File: src/rtl/isoio_seq.sv
module isoio_seq #(
  parameter int unsigned DATA_W = 8,
  parameter logic [2*DATA_W-1:0] PC_RST = '0,
  parameter logic [DATA_W-1:0] OP_IN = 8'hDB,
  parameter logic [DATA_W-1:0] OP_OUT = 8'hD3
) (
  input  logic                clk,
  input  logic                rst_n,
  input  logic [DATA_W-1:0]   bus_in,
  output logic [2*DATA_W-1:0] addr,
  output logic                io_sel,
  output logic                ale,
  output logic                rd_n,
  output logic                wr_n,
  output logic [DATA_W-1:0]   dout,
  output logic                dout_en,
  output logic [DATA_W-1:0]   acc,
  output logic                done
);
  localparam int unsigned ADDR_W = 2 * DATA_W;

  typedef enum logic [1:0] {M_FETCH, M_PORT, M_IO} mcyc_t;

  mcyc_t             mcyc;
  logic [1:0]        tst;
  logic [ADDR_W-1:0] pc;
  logic [DATA_W-1:0] ir, w_q, z_q;

  logic last_t, fetch_io, is_out, strobe;

  assign last_t   = (tst == 2'd2);
  assign fetch_io = (bus_in == OP_IN) || (bus_in == OP_OUT);
  assign is_out   = (mcyc == M_IO) && (ir == OP_OUT);
  assign strobe   = (tst != 2'd0);

  always_ff @(posedge clk or negedge rst_n) begin
    if (!rst_n) begin
      mcyc <= M_FETCH;
      tst  <= 2'd0;
      pc   <= PC_RST;
      ir   <= '0;
      w_q  <= '0;
      z_q  <= '0;
      acc  <= '0;
    end else if (!last_t) begin
      tst <= tst + 2'd1;
    end else begin
      tst <= 2'd0;
      case (mcyc)
        M_FETCH: begin
          ir   <= bus_in;
          pc   <= pc + 1'b1;
          mcyc <= fetch_io ? M_PORT : M_FETCH;
        end
        M_PORT: begin
          w_q  <= bus_in;
          z_q  <= bus_in;
          pc   <= pc + 1'b1;
          mcyc <= M_IO;
        end
        default: begin
          if (ir == OP_IN) acc <= bus_in;
          mcyc <= M_FETCH;
        end
      endcase
    end
  end

  assign addr    = (mcyc == M_IO) ? {w_q, z_q} : pc;
  assign io_sel  = (mcyc == M_IO);
  assign ale     = !strobe;
  assign rd_n    = !(strobe && !is_out);
  assign wr_n    = !(strobe && is_out);
  assign dout_en = strobe && is_out;
  assign dout    = dout_en ? acc : '0;
  assign done    = last_t && ((mcyc == M_IO) || ((mcyc == M_FETCH) && !fetch_io));

  a_r11_strobe_excl: assert property (@(posedge clk) disable iff (!rst_n)
    !(!rd_n && !wr_n) && (ale -> (rd_n && wr_n)));

  a_r5_io_addr_dup: assert property (@(posedge clk) disable iff (!rst_n)
    io_sel |-> (addr[ADDR_W-1:DATA_W] == addr[DATA_W-1:0]));

  a_r5_io_starts_at_ale: assert property (@(posedge clk) disable iff (!rst_n)
    $rose(io_sel) |-> ale);

  a_r2_addr_held: assert property (@(posedge clk) disable iff (!rst_n)
    !ale |-> ($stable(addr) && $stable(io_sel)));

  a_r10_done_then_fetch: assert property (@(posedge clk) disable iff (!rst_n)
    done |=> (ale && !io_sel));

  a_r7_out_data_held: assert property (@(posedge clk) disable iff (!rst_n)
    (!wr_n && $past(!wr_n)) |-> ($stable(dout) && $stable(acc)));

  a_r6_io_read_loads_acc: assert property (@(posedge clk) disable iff (!rst_n)
    (io_sel && done && !rd_n) |=> (acc == $past(bus_in)));
endmodule

File: config.mk
export PLATFORM = sky130hd
export DESIGN_NAME = isoio_seq
export DESIGN_NICKNAME = d
export VERILOG_FILES = /design/src/rtl/isoio_seq.sv
export SDC_FILE = /design/constraint.sdc
export NUM_CORES = 1
export LEC_CHECK = 0
export ABC_AREA = 1
export BUFFER_PORTS_ARGS = -buffer_cell sky130_fd_sc_hd__buf_2
export CORE_ASPECT_RATIO = 1.4
export CORE_MARGIN = 2
export CORE_UTILIZATION = 40
export CTS_CLUSTER_SIZE = 20
export DETAILED_ROUTE_END_ITERATION = 6
export SYNTH_ARGS = -nofsm -noshare
export SYNTH_HDL_FRONTEND = slang
export SYNTH_SLANG_ARGS = --single-unit
File: constraint.sdc
create_clock -name clk -period 2 [get_ports clk]
set_input_delay 0.4 -clock clk [delete_from_list [all_inputs] [get_ports clk]]
set_output_delay 0.4 -clock clk [all_outputs]
set_load 0.05 [all_outputs]
==> impl_metrics.ini <==
[synth]
synth-seq-cells = 44
synthFlopType = dfrtp_1
synth_edf_count = 0
synthSimpleGateAreaFrac = 0.264
synthXorXnorAreaFrac = 0.0357
avgSynthCellArea_sq_um = 7.83
synth-compound-area-share = 0.108
synth.distinct_cells = 23
synthCells = 282
synth_top_cells_by_count = 81 x nand2_1, 44 x dfrtp_1, 40 x inv_1
netlist.area_leader.share = 0.499
async_flop_share = 1.00
yosysMostFrequentCell = nand2_1
ys_warn_count = 0
synth_nets = 293
synth_top_family_by_area = simple AND/OR/NAND/NOR gates
synth_area_sq_um = 2210
synthAdderAreaFrac = 0.00567
synth_top_area_cell = dfrtp_1
yosysSeqAreaShare = 0.499
synth.area.top_cells = dfrtp_1 50%, nand2_1 14%, inv_1 6.8%, nor2_1 5.3%, o21ai_1 4.3%
synthMuxAreaShare = 0

[drt]
drt-total-wl_microns = 5580
dr.pass1.iters = 4
vias = 1982
ant_nets = 0
vias_per_cell = 4.86
routedWlPerCell_microns = 13.7
drc = 0
drtIter0Drc = 77

[timing]
relSlewSlack = 0.748
rsz0062_at_grt = true
period_needed_ns = 2.06
slew_violations = 0
max_slew.worst_pin.slew_ns = 0.376
clock.fmax_mhz = 486
setup_tns_ns = -0.440
hold_viol_final = 0
fin_crit_sh = 1.03
postLayoutSetupSlackWorst_ns = -0.0587
setup_viol = 10
fin_skew_ns = 0.00236

[setup_path]
slowest_delay_ns = 0.41
crit_slowest_cell = dfrtp_1
path_buf_inv = 2
critical_path_class = flip-flop to output port
required_ns = 1.60
start_kind = flip-flop
crit_fanout = 9
path_delay_family = simple AND/OR/NAND/NOR gates
cp.arrival_ns = 1.66
crit_chain = nor2_1, nand3_1, nor2_2, nand2_2, nor2_4, inv_8, nor2_4, buf_8
cp-end-kind = output port
path_common_cell = nor2_4

[global_routing]
grt_pass1_wl_microns = 9140
grt_pass1_vias = 1927
grt_max_degree = 19
antenna_found_initial = 0
grt_usage = 0.201
grt_overflow_total = 0

[layout]
drive_above_1_share = 0.312
fillCellCount = 526
area_growth_pct = 29.8
nets = 350
n_antenna_cell = 0
finalInstanceArea_sq_um = 2870

[clocking]
insertion_delay_ns = 0.30
cts_buffers = 5
cts_sinks = 44
cts-root-buf = clkbuf_8
cts_buffer_depth = 2
cts_max_level = 2
cts_tree = yes
clk_pin_slew_worst_paths_ns = 0.09

[run]
maxCapViolations = 0

[die]
dieArea_sq_um = 6140
start_util = 0.408
die_h_microns = 91.9
fp.dieW_microns = 66.8
core-area_sq_um = 5410
rows = 32
io_pins = 48

[placement]
port_buffers = 47
hpwl_microns = 4380
gp_congestion = 0.928
placed_area_sq_um = 2660

[worst_hold_path]
hp-class = input port to flip-flop

[pwr]
pwr_density_cell_nw_per_um2 = 713
static-leakage-power_nw = 1.55
ir_drop_v = 0.000422

[status]
violations = negative setup slack
status = finished with violations
## metrics by stage
stage	power (mW)	hold WS, ns	std cells	util	worst slack [ns]
floorplan	1.34	0.104	282	-	0.00300
global placement	1.47	0.293	397	0.492	0.195
detailed placement	1.47	0.293	397	0.492	0.161
CTS	2.06	0.414	407	0.522	-0.0214
global route	2.15	0.419	408	0.530	-0.138
finish	2.04	0.418	408	0.530	-0.0587
## worst reg2reg max path: stages, from the launching register on
cell,delay (ns)
dfrtp_1,0.39
ha_1,0.21
nand4_1,0.17
nor2_1,0.30
nand2_1,0.17
xor2_1,0.17
## sequential cells by signal (all words and copies together) (netlist names)
name,count
acc,8
w_q,8
mcyc,2
pc,16
ir,8
tst,2
## path summary, 6_finish.rpt
check	from	endpoint	slack (ns)	cells past startpoint
max in group asynchronous	rst_n	w_q[7]$_DFFE_PN0P_	0.97	3
max	ir[3]$_DFFE_PN0P_	dout[0]	-0.06	8
min reg2reg	ir[4]$_DFFE_PN0P_	ir[4]$_DFFE_PN0P_	0.49	2
min	bus_in[3]	ir[3]$_DFFE_PN0P_	0.42	3
min in group asynchronous	rst_n	ir[1]$_DFFE_PN0P_	0.50	2
max reg2reg	pc[0]$_DFFE_PN0P_	pc[8]$_DFFE_PN0P_	0.49	5
## layout by cell type, fill, tap and decap left out, drive strengths merged, types with 2 or more instances in the layout
cell type  instances
nand2             85
nor2              34
nor3               2
inv               45
dfrtp             44
xor2               8
nand4              4
nand3             11
clkinv             2
o21ai             40
buf               50
clkbuf             9
## logic make-up (layout without fill, tap and decap cells)
family | count (synthesis) | in the layout
adder cells (fa/ha/maj) | 1 | 1
XOR/XNOR | 9 | 9
AO/OA/AOI/OAI | 41 | 41
buffers and inverters | 49 | 107
AND/OR/NAND/NOR | 138 | 138
flip-flops | 44 | 44
## routing by layer
metal	track usage	vias to the layer above	share of wire
li1	-	986	-
met5	0	-	0
met4	0.0833	0	0.028
met1	0.234	929	0.40
met2	0.351	56	0.53
met3	0.0405	11	0.041
## timing repair
| item | CTS | global route |
|---|---|---|
| hold endpoints to repair | 10 | 0 |
| pin swaps | 3 | 2 |
| resized for setup | 17 | 18 |
| hold buffers | 1 | 0 |
| buffers inserted | 1 | 1 |
| endpoints found under the setup margin | 25 | 21 |
## area by class of cell
type                       instances  area, sq um  area share
clock buffer                       6         82.6      0.0288
clock inverter                     2         10.0     0.00349
timing repair buffer              54          369       0.129
tap                               68         85.1      0.0297
sequential                        44         1100       0.385
inverter                          45          181      0.0633
multi-input combinational        189         1030       0.361
## report_power, final
part,internal [mW],switching [mW]
combinational,0.124,0.310
clock,0.276,0.313
sequential,0.956,0.0637
total,1.36,0.687
(Power assumes the default switching activity.)
